<file path="config.mk">
export PLATFORM = sky130hd
export DESIGN_NAME = mesi_snoop_ctrl
export DESIGN_NICKNAME = d
export VERILOG_FILES = /design/src/rtl/mesi_pkg.sv /design/src/rtl/mesi_line_array.sv /design/src/rtl/mesi_snoop_port.sv /design/src/rtl/mesi_req_fsm.sv /design/src/rtl/mesi_snoop_ctrl.sv
export SDC_FILE = /design/constraint.sdc
export NUM_CORES = 1
export LEC_CHECK = 0
export BUFFER_PORTS_ARGS = -buffer_cell sky130_fd_sc_hd__buf_2
export CAP_MARGIN = 20
export CORE_MARGIN = 3
export CORE_UTILIZATION = 60
export DETAILED_ROUTE_END_ITERATION = 12
export GPL_ROUTABILITY_DRIVEN = 0
export PLACE_DENSITY = 0.92
export SETUP_SLACK_MARGIN = 0.05
export SYNTH_ARGS = -nofsm -noshare
export SYNTH_HDL_FRONTEND = slang
export SYNTH_SLANG_ARGS = --single-unit
</file>
<file path="constraint.sdc">
create_clock -name clk -period 4.46 [get_ports clk]
set_clock_uncertainty 0.1 [all_clocks]
set_input_delay 0.892 -clock clk [delete_from_list [all_inputs] [get_ports clk]]
set_output_delay 0.892 -clock clk [all_outputs]
set_load 0.01 [all_outputs]
</file>
<file path="src/rtl/mesi_pkg.sv">
package mesi_pkg;

  typedef enum logic [1:0] {ST_I = 2'd0, ST_S = 2'd1, ST_E = 2'd2, ST_M = 2'd3} line_st_t;
  typedef enum logic [1:0] {CMD_NONE = 2'd0, CMD_RD = 2'd1, CMD_RDX = 2'd2, CMD_UPG = 2'd3} bus_cmd_t;
  typedef enum logic [1:0] {PH_IDLE = 2'd0, PH_WAIT = 2'd1, PH_FILL = 2'd2} phase_t;

  // line holds readable data
  function automatic logic holds_copy(line_st_t s);
    return s != ST_I;
  endfunction

  // line may be written without a bus transaction
  function automatic logic owns_line(line_st_t s);
    return (s == ST_E) || (s == ST_M);
  endfunction

  function automatic line_st_t after_snoop(line_st_t s, bus_cmd_t c);
    line_st_t r;
    case (c)
      CMD_RD:           r = (s == ST_I) ? ST_I : ST_S;
      CMD_RDX, CMD_UPG: r = ST_I;
      default:          r = s;
    endcase
    return r;
  endfunction

  function automatic logic must_flush(line_st_t s, bus_cmd_t c);
    return (s == ST_M) && ((c == CMD_RD) || (c == CMD_RDX));
  endfunction

  function automatic bus_cmd_t miss_cmd(logic wr, line_st_t s);
    bus_cmd_t r;
    if (!wr)            r = CMD_RD;
    else if (s == ST_S) r = CMD_UPG;
    else                r = CMD_RDX;
    return r;
  endfunction

  function automatic line_st_t fill_state(bus_cmd_t k, logic shr);
    line_st_t r;
    if (k == CMD_RD) r = shr ? ST_S : ST_E;
    else             r = ST_M;
    return r;
  endfunction

endpackage

</file>
<file path="src/rtl/mesi_line_array.sv">
module mesi_line_array
  import mesi_pkg::*;
#(
  parameter int LINES = 8,
  parameter int IW    = 3
) (
  input  logic           clk,
  input  logic           rst_n,
  input  logic [IW-1:0]  a_idx,
  output line_st_t       a_st,
  input  logic [IW-1:0]  b_idx,
  output line_st_t       b_st,
  input  logic           p_we,
  input  logic [IW-1:0]  p_idx,
  input  line_st_t       p_st,
  input  logic           s_we,
  input  logic [IW-1:0]  s_idx,
  input  line_st_t       s_st
);

  line_st_t st_q [LINES];

  for (genvar g = 0; g < LINES; g++) begin : g_line
    always_ff @(posedge clk) begin
      if (!rst_n)                            st_q[g] <= ST_I;
      else if (s_we && (s_idx == IW'(g)))    st_q[g] <= s_st;
      else if (p_we && (p_idx == IW'(g)))    st_q[g] <= p_st;
    end
  end

  assign a_st = st_q[a_idx];
  assign b_st = st_q[b_idx];

endmodule

</file>
<file path="src/rtl/mesi_snoop_port.sv">
module mesi_snoop_port
  import mesi_pkg::*;
(
  input  logic     clk,
  input  logic     rst_n,
  input  logic     snp_valid,
  input  bus_cmd_t snp_cmd,
  input  line_st_t snp_st,
  input  logic     look_same,
  output logic     go,
  output logic     cpu_blocked,
  output logic     release_o,
  output logic     shared_o,
  output logic     modified_o,
  output logic     flush_o,
  output logic     upd_we,
  output line_st_t upd_st
);

  logic waited_q;

  always_comb begin
    // a snoop yields the tag port once, then takes it
    go          = snp_valid && (!look_same || waited_q);
    cpu_blocked = snp_valid && look_same && waited_q;
    release_o   = snp_valid && !go;
    shared_o    = go && (snp_cmd == CMD_RD) && holds_copy(snp_st);
    modified_o  = go && (snp_st == ST_M);
    flush_o     = go && must_flush(snp_st, snp_cmd);
    upd_we      = go && holds_copy(snp_st);
    upd_st      = after_snoop(snp_st, snp_cmd);
  end

  always_ff @(posedge clk) begin
    if (!rst_n) waited_q <= 1'b0;
    else        waited_q <= release_o;
  end

endmodule

</file>
<file path="src/rtl/mesi_req_fsm.sv">
module mesi_req_fsm
  import mesi_pkg::*;
#(
  parameter int IW = 3
) (
  input  logic          clk,
  input  logic          rst_n,
  input  logic          cpu_req,
  input  logic          cpu_wr,
  input  logic [IW-1:0] cpu_idx,
  input  line_st_t      cpu_st,
  input  logic          cpu_blocked,
  input  logic          bus_gnt,
  input  logic          bus_shared_in,
  input  logic          fill_valid,
  input  logic          snp_go,
  input  bus_cmd_t      snp_cmd,
  input  logic [IW-1:0] snp_idx,
  output logic          cpu_look,
  output logic          cpu_done,
  output logic          bus_req,
  output logic          bus_cmd_valid,
  output bus_cmd_t      bus_cmd,
  output logic [IW-1:0] bus_idx,
  output logic          p_we,
  output logic [IW-1:0] p_idx,
  output line_st_t      p_st,
  output logic          upg_kill,
  output phase_t        phase,
  output bus_cmd_t      pend_kind
);

  phase_t        ph_q, ph_d;
  bus_cmd_t      kind_q, kind_d;
  logic [IW-1:0] idx_q, idx_d;
  logic          shr_q, shr_d;
  logic          proceed, hit, miss, grant, filled;

  always_comb begin
    cpu_look = (ph_q == PH_IDLE) && cpu_req;
    proceed  = cpu_look && !cpu_blocked;
    hit      = proceed && (cpu_wr ? owns_line(cpu_st) : holds_copy(cpu_st));
    miss     = proceed && !hit;
    grant    = (ph_q == PH_WAIT) && bus_gnt;
    filled   = (ph_q == PH_FILL) && fill_valid;
    upg_kill = (ph_q == PH_WAIT) && (kind_q == CMD_UPG) && snp_go &&
               (snp_idx == idx_q) && ((snp_cmd == CMD_RDX) || (snp_cmd == CMD_UPG));

    ph_d   = ph_q;
    kind_d = kind_q;
    idx_d  = idx_q;
    shr_d  = shr_q;
    p_we   = 1'b0;
    p_idx  = cpu_idx;
    p_st   = ST_M;

    case (ph_q)
      PH_IDLE: begin
        if (hit && cpu_wr) p_we = 1'b1;
        if (miss) begin
          ph_d   = PH_WAIT;
          kind_d = miss_cmd(cpu_wr, cpu_st);
          idx_d  = cpu_idx;
        end
      end
      PH_WAIT: begin
        if (grant) begin
          shr_d = bus_shared_in;
          if (kind_q == CMD_UPG) begin
            ph_d  = PH_IDLE;
            p_we  = 1'b1;
            p_idx = idx_q;
          end else begin
            ph_d = PH_FILL;
          end
        end else if (upg_kill) begin
          kind_d = CMD_RDX;
        end
      end
      PH_FILL: begin
        if (fill_valid) begin
          ph_d  = PH_IDLE;
          p_we  = 1'b1;
          p_idx = idx_q;
          p_st  = fill_state(kind_q, shr_q);
        end
      end
      default: ph_d = PH_IDLE;
    endcase

    cpu_done      = hit || (grant && (kind_q != CMD_RD)) || (filled && (kind_q == CMD_RD));
    bus_req       = (ph_q == PH_WAIT);
    bus_cmd_valid = grant;
    bus_cmd       = grant ? kind_q : CMD_NONE;
    bus_idx       = idx_q;
    phase         = ph_q;
    pend_kind     = kind_q;
  end

  always_ff @(posedge clk) begin
    if (!rst_n) begin
      ph_q   <= PH_IDLE;
      kind_q <= CMD_RD;
      idx_q  <= '0;
      shr_q  <= 1'b0;
    end else begin
      ph_q   <= ph_d;
      kind_q <= kind_d;
      idx_q  <= idx_d;
      shr_q  <= shr_d;
    end
  end

endmodule

</file>
<file path="src/rtl/mesi_snoop_ctrl.sv">
module mesi_snoop_ctrl
  import mesi_pkg::*;
#(
  parameter  int LINES = 8,
  localparam int IW    = (LINES > 1) ? $clog2(LINES) : 1
) (
  input  logic          clk,
  input  logic          rst_n,
  input  logic          cpu_req,
  input  logic          cpu_wr,
  input  logic [IW-1:0] cpu_idx,
  output logic          cpu_stall,
  output logic          cpu_done,
  output logic          bus_req,
  input  logic          bus_gnt,
  output logic          bus_cmd_valid,
  output logic [1:0]    bus_cmd,
  output logic [IW-1:0] bus_idx,
  input  logic          bus_shared_in,
  input  logic          fill_valid,
  input  logic          snp_valid,
  input  logic [1:0]    snp_cmd,
  input  logic [IW-1:0] snp_idx,
  output logic          snp_release,
  output logic          snp_shared,
  output logic          snp_modified,
  output logic          snp_flush
);

  // named internal events, also watched by the checker
  bus_cmd_t      snp_cmd_t, bus_cmd_t_w, pend_kind;
  line_st_t      cpu_st, snp_st, p_st, upd_st;
  logic          p_we, upd_we;
  logic [IW-1:0] p_idx;
  logic          cpu_look, look_same, cpu_blocked, snp_go, upg_kill, in_fill;
  phase_t        phase;

  assign snp_cmd_t = bus_cmd_t'(snp_cmd);
  assign look_same = cpu_look && (cpu_idx == snp_idx);
  assign in_fill   = (phase == PH_FILL);
  assign cpu_stall = cpu_req && !cpu_done;
  assign bus_cmd   = bus_cmd_t_w;

  mesi_line_array #(.LINES(LINES), .IW(IW)) u_lines (
    .clk   (clk),
    .rst_n (rst_n),
    .a_idx (cpu_idx),
    .a_st  (cpu_st),
    .b_idx (snp_idx),
    .b_st  (snp_st),
    .p_we  (p_we),
    .p_idx (p_idx),
    .p_st  (p_st),
    .s_we  (upd_we),
    .s_idx (snp_idx),
    .s_st  (upd_st)
  );

  mesi_snoop_port u_snoop (
    .clk         (clk),
    .rst_n       (rst_n),
    .snp_valid   (snp_valid),
    .snp_cmd     (snp_cmd_t),
    .snp_st      (snp_st),
    .look_same   (look_same),
    .go          (snp_go),
    .cpu_blocked (cpu_blocked),
    .release_o   (snp_release),
    .shared_o    (snp_shared),
    .modified_o  (snp_modified),
    .flush_o     (snp_flush),
    .upd_we      (upd_we),
    .upd_st      (upd_st)
  );

  mesi_req_fsm #(.IW(IW)) u_req (
    .clk           (clk),
    .rst_n         (rst_n),
    .cpu_req       (cpu_req),
    .cpu_wr        (cpu_wr),
    .cpu_idx       (cpu_idx),
    .cpu_st        (cpu_st),
    .cpu_blocked   (cpu_blocked),
    .bus_gnt       (bus_gnt),
    .bus_shared_in (bus_shared_in),
    .fill_valid    (fill_valid),
    .snp_go        (snp_go),
    .snp_cmd       (snp_cmd_t),
    .snp_idx       (snp_idx),
    .cpu_look      (cpu_look),
    .cpu_done      (cpu_done),
    .bus_req       (bus_req),
    .bus_cmd_valid (bus_cmd_valid),
    .bus_cmd       (bus_cmd_t_w),
    .bus_idx       (bus_idx),
    .p_we          (p_we),
    .p_idx         (p_idx),
    .p_st          (p_st),
    .upg_kill      (upg_kill),
    .phase         (phase),
    .pend_kind     (pend_kind)
  );

endmodule

</file>
After elaboration in Yosys (flattened, before gate mapping):

Memories as Yosys holds them, arrays and structs flattened.
Cells that the tools add are included.

* bits in registers: 9
* bits in writable memories: 16
* input port bits: 16
* output and inout bits: 13
* logic and storage cells: 220
* memories kept: 1

Memories
* u_lines.st_q: words 8, width 2, rd ports 2, clocked after memory_dff 0, wr ports 8, RTL line mesi_line_array.sv:21 `line_st_t st_q [LINES];`

* eq/ne operators: 33
* mux-type cells: 101
* bitwise gates (word level): 16
* reductions and logical operators: 64

Operators with widths (count)
* $mux 1: 64
* $mux 2: 29
* $logic_and 1x1->1: 41
* $eq 3x3->1 const B: 8
* $or 1x1->1: 16
* $eq 2x2->1 const B: 7
* $eq 3x2->1 const B: 4
* $mux 3: 3
* $eq 2x1->1 const B: 4
* $ne 2x1->1 const B: 4
* $pmux 2 s2: 2
* $eq 3x1->1 const B: 2
* $eq 3x3->1: 2
* $logic_not 3->1: 2
* $logic_or 1x1->1: 6
* $pmux 2 s3: 1
* $pmux 3 s2: 1
* $reduce_bool 2->1: 3
* $logic_not 1->1: 5
* $logic_not 2->1: 2
* $ne 2x2->1 const B: 2
* $reduce_and 2->1: 2
* $reduce_and 4->1: 1
* $pmux 1 s3: 1
* other kinds (2): 2

Longest topological paths before layout:

* word-level depth: 17
* gate-level depth with buffers: 8

By module:

From an unflattened synthesis, not the netlist that was laid out.

* cell total of the unflattened synthesis: 191
* area, all modules: 1914.3 um^2

By module, submodules not included
* mesi_line_array: times used 1, cells an instance 88, area each 1063.5 um^2, seq. area each 480.5 um^2
* mesi_req_fsm: times used 1, cells an instance 79, area each 643.1 um^2, seq. area each 160.2 um^2
* mesi_snoop_port: times used 1, cells an instance 19, area each 166.4 um^2, seq. area each 20.0 um^2
* mesi_snoop_ctrl: times used 1, cells an instance 5, area each 41.3 um^2, seq. area each 0.0 um^2

Worst setup path before layout:

No wires, ideal clock.

* path type: input to output
* start: input cpu_idx[0]
* end: output cpu_stall
* arrival time: 2.404 ns
* required time: 3.468 ns
* setup slack: 1.064 ns
* cell stages on the path: 6
* path buffers: 1
* cells stage by stage: buf_4 -> mux4_2 -> mux2i_4 -> o21ai_1 -> a221o_1 -> nor2_1

* longest elaborated chain between the ends: 11
* elaborated cells between the ends (all ways): 17
* classes of those cells: eq/ne (3); mux (1); reduce/logical (12); memory (1)

RTL lines
* start: declaration: RTL line mesi_snoop_ctrl.sv:11 `input logic [IW-1:0] cpu_idx,`
* branches (longest 6 deep; another with $mem_v2 8x2)
* $logic_and 1x1->1 (*): RTL line mesi_req_fsm.sv:42 `hit = proceed && (cpu_wr ? owns_line(cpu_st) : holds_copy(cpu_st));`
* $logic_or 1x1->1 (*) (2 in series): RTL line mesi_req_fsm.sv:91 `cpu_done = hit || (grant && (kind_q != CMD_RD)) || (filled && (kind_q == CMD_RD));`
* net cpu_done: RTL line mesi_snoop_ctrl.sv:13 `output logic cpu_done,`
* $logic_not 1->1 (*): RTL line mesi_snoop_ctrl.sv:41 `assign cpu_stall = cpu_req && !cpu_done;`
* $logic_and 1x1->1 (*): RTL line mesi_snoop_ctrl.sv:41
* end: declaration: RTL line mesi_snoop_ctrl.sv:12 `output logic cpu_stall,`

Mark *: on every way through the listed nets, which the timed path passes.

Worst setup path after layout:

* start: input cpu_idx[0]
* end: output cpu_stall

* longest elaborated chain between the ends: 11
* elaborated cells between the ends (all ways): 17
* classes of those cells: eq/ne (3); mux (1); reduce/logical (12); memory (1)

RTL lines (RTL line)
* branches (longest 6 deep; another with $mem_v2 8x2)
* $logic_and 1x1->1 (*): mesi_req_fsm.sv:42
* $logic_or 1x1->1 (*) (2 in series): mesi_req_fsm.sv:91
* $logic_not 1->1 (*): mesi_snoop_ctrl.sv:41
* $logic_and 1x1->1 (*): mesi_snoop_ctrl.sv:41

Mark *: on every way between the ends.

==> out/results.tsv <==
metric	value	unit
maxCapViolCount	0	
cp_max_fo	10	
synth_compound_area_share	21.8	%
first_pass_iters	5	
fillers	255	
hp-start	u_req.phase[0]$_SDFFE_PN0P_	
crit_path_cell_trace	buf_2 -> mux4_2 -> mux2i_4 -> o21ai_1 -> a221o_1 -> nor2_1 -> buf_2	
fin_nets	252	
status	complete, no violations	
critPathSlowestCell	mux4_2	
leakage	0.852	nW
yosys-top-cells-area	edfxtp_1, dfxtp_1, mux4_2	
syn_nets	228	
async_reset_ff_share	0	%
pin_count	29	
cp_common_cell	buf_2	
synthXorXnorAreaFrac	2.65	%
antennaDiodeCount	0	
clk_latency	0.33	ns
slowest_delay	0.59	ns
wl	5260	µm
slew_headroom	42.9	%
power_density	376	nW/µm²
vias_per_cell	7.06	
fp.dieH	63.5	µm
cts_resized	0	
core	3100	µm²
die_area	4030	µm²
final_antenna_net_count	0	
synth_top_family_by_area	compound AO/OA/AOI/OAI gates	
path_buf_inv	2	
place.port_buffers	28	
muxShareOfSynthArea	14.8	%
startpoint	cpu_idx[0]	
tightest_slew	0.857	ns
ys_seq_area_share	33.3	%
num_vias	1907	
first_iter_violations	104	
critPathKind	input port to output port	
ir_worst_vdd	0.248	mV
end_kind	output port	
avgRoutedWirePerCell	19.5	µm
cts_setup_buffers	0	
netlist_instances	203	
cts_hold_buf	0	
crit_arrival	2.57	ns
clock.fmax	281	MHz
hpwl	3890	µm
ys_ff_latch	25	
synth_top_cell_area_share	24.2	%
fin_crit	3.56	ns
tns	0	ns
yosys.cell_types.count	48	
num_rows	20	
cpLargestDelayFamily	multiplexers	
track_usage	26.9	%
grt_pass1_vias	1750	
crit_required	3.47	ns
rsz0062_at_grt	no	
startpoint_type	input port	
yosysWarningCount	0	
synthAdderAreaFrac	5.67	%
die_w	63.5	µm
root_buffer	clkbuf_4	
slew_violations	0	
cts.sinks	25	
numCtsBuffers	3	
synth_edf_count	16	
postSynthAreaPerCell	9.78	µm²
clockBufferDepth	2	
synth_largest_area_cell	edfxtp_1	
h-tree-depth	1	
area.growth.synth_to_final	9.39	%
hp-class	register to register	
antenna_found_initial	0	
reg2reg_from	u_req.phase[1]$_SDFFE_PN0P_	
grt_max_degree	26	
drive_above_1_share	20.4	%
drc	0	
setup_violations	0	
finalCoreUtilization	70.0	%
synth-simple-area-share	17.9	%
gr-total-overflow	0	
period_share	79.9	%
cts_tree	yes	
ys.flop_type	edfxtp_1	
start_util	64.0	%
hold_viol	0	
grt_pass1_wl	8490	µm
synth_area	1980	µm²
clk_pin_slew	0.13	ns
[worst reg2reg max path, stage by stage (launching register included)]
cell and delay [ns]:
dfxtp_1 0.40, inv_1 0.10, ha_1 0.29, nand2b_1 0.16
o2111ai_1 0.29, a221oi_1 0.81, nand2_1 0.16, o211ai_1 0.30
[layout by cell type, fill, tap and decap left out, types with 4 or more instances in the layout]
master,count
o22ai_1,16
nand2b_1,4
nor2_1,5
nand2_1,16
nand3_1,18
o211ai_1,9
mux2i_1,9
buf_2,28
dfxtp_1,9
nand4_1,7
mux4_2,7
ha_1,9
and2_1,6
inv_1,9
a21oi_1,6
edfxtp_1,16
[routing by layer]
layer / share of wire (%) / global-route usage (%) / routed length [µm] / vias to the layer above
met5: 0 / 0 / 0 / -
li1: - / - / - / 856
met4: 3.8 / 8.36 / 199 / 0
met3: 9.3 / 3.74 / 490 / 27
met2: 46 / 43.7 / 2420 / 128
met1: 41 / 37.0 / 2150 / 896
[worst paths after layout]
check                                      end  slack (ns)  depth (start not counted)
setup reg to reg  u_lines.st_q[2][1]$_DFFE_PP_        1.55                          7
setup / recovery                     cpu_stall        0.90                          7
hold reg to reg    u_req.phase[0]$_SDFFE_PN0P_        0.41                          2
hold / removal     u_req.phase[0]$_SDFFE_PN0P_        0.41                          2
[cells by family after synthesis]
group,count (synthesis)
AND/OR/NAND/NOR,68
AO/OA/AOI/OAI,57
flip-flops,25
buffers and inverters,19
multiplexers,19
adder cells (fa/ha/maj),9
XOR/XNOR,6
[per-stage QoR]
step	cells	hold WS, ns	total power [W]	setup slack (ns)	cell area [µm²]
floorplan	203	0.368	0.000600	1.06	1980
global placement	266	0.387	0.000690	0.935	2140
detailed placement	266	0.398	0.000703	0.899	2140
CTS	270	0.417	0.000804	0.901	2170
global route	270	0.442	0.000870	0.770	2170
finish	270	0.414	0.000816	0.896	2170
[area by class of cell]
class | count | area (µm²) | share of cell area, %
multi-input combinational | 159 | 1250 | 57.4
inverter | 9 | 33.8 | 1.56
clock inverter | 1 | 5.00 | 0.231
sequential | 25 | 661 | 30.4
timing repair buffer | 29 | 148 | 6.80
clock buffer | 3 | 22.5 | 1.04
tap | 44 | 55.1 | 2.54
[where the power goes]
group / internal [W] / leakage [nW] / switching [W]
sequential: 0.000277 / 0.240 / 0.0000308
clock: 0.0000337 / 0.0177 / 0.0000703
combinational: 0.000155 / 0.594 / 0.000249
total: 0.000466 / 0.852 / 0.000350
[sequential cells by signal, indices dropped and copies added, names as in the netlist]
| register | count |
|---|---|
| u_lines.st_q | 16 |
| u_req.bus_idx | 3 |
| u_req.shr_q | 1 |
| u_req.phase | 2 |
| u_snoop.waited_q | 1 |
| u_req.pend_kind | 2 |
[Yosys cell counts, drive strengths merged, types with 3 or more instances]
| library cell | count |
|---|---|
| and2 | 6 |
| nand4 | 7 |
| o211a | 3 |
| nand3b | 3 |
| inv | 9 |
| a21oi | 6 |
| mux2i | 10 |
| nand2b | 4 |
| o21ai | 3 |
| nand2 | 16 |
| clkbuf | 7 |
| a22o | 3 |
| o211ai | 10 |
| xor2 | 3 |
| nor2 | 5 |
| buf | 3 |
| ha | 9 |
| o22ai | 16 |
| edfxtp | 16 |
| nand3 | 18 |
| mux4 | 7 |
| dfxtp | 9 |
| xnor2 | 3 |
No activity file was read; power rests on OpenSTA's default activity.
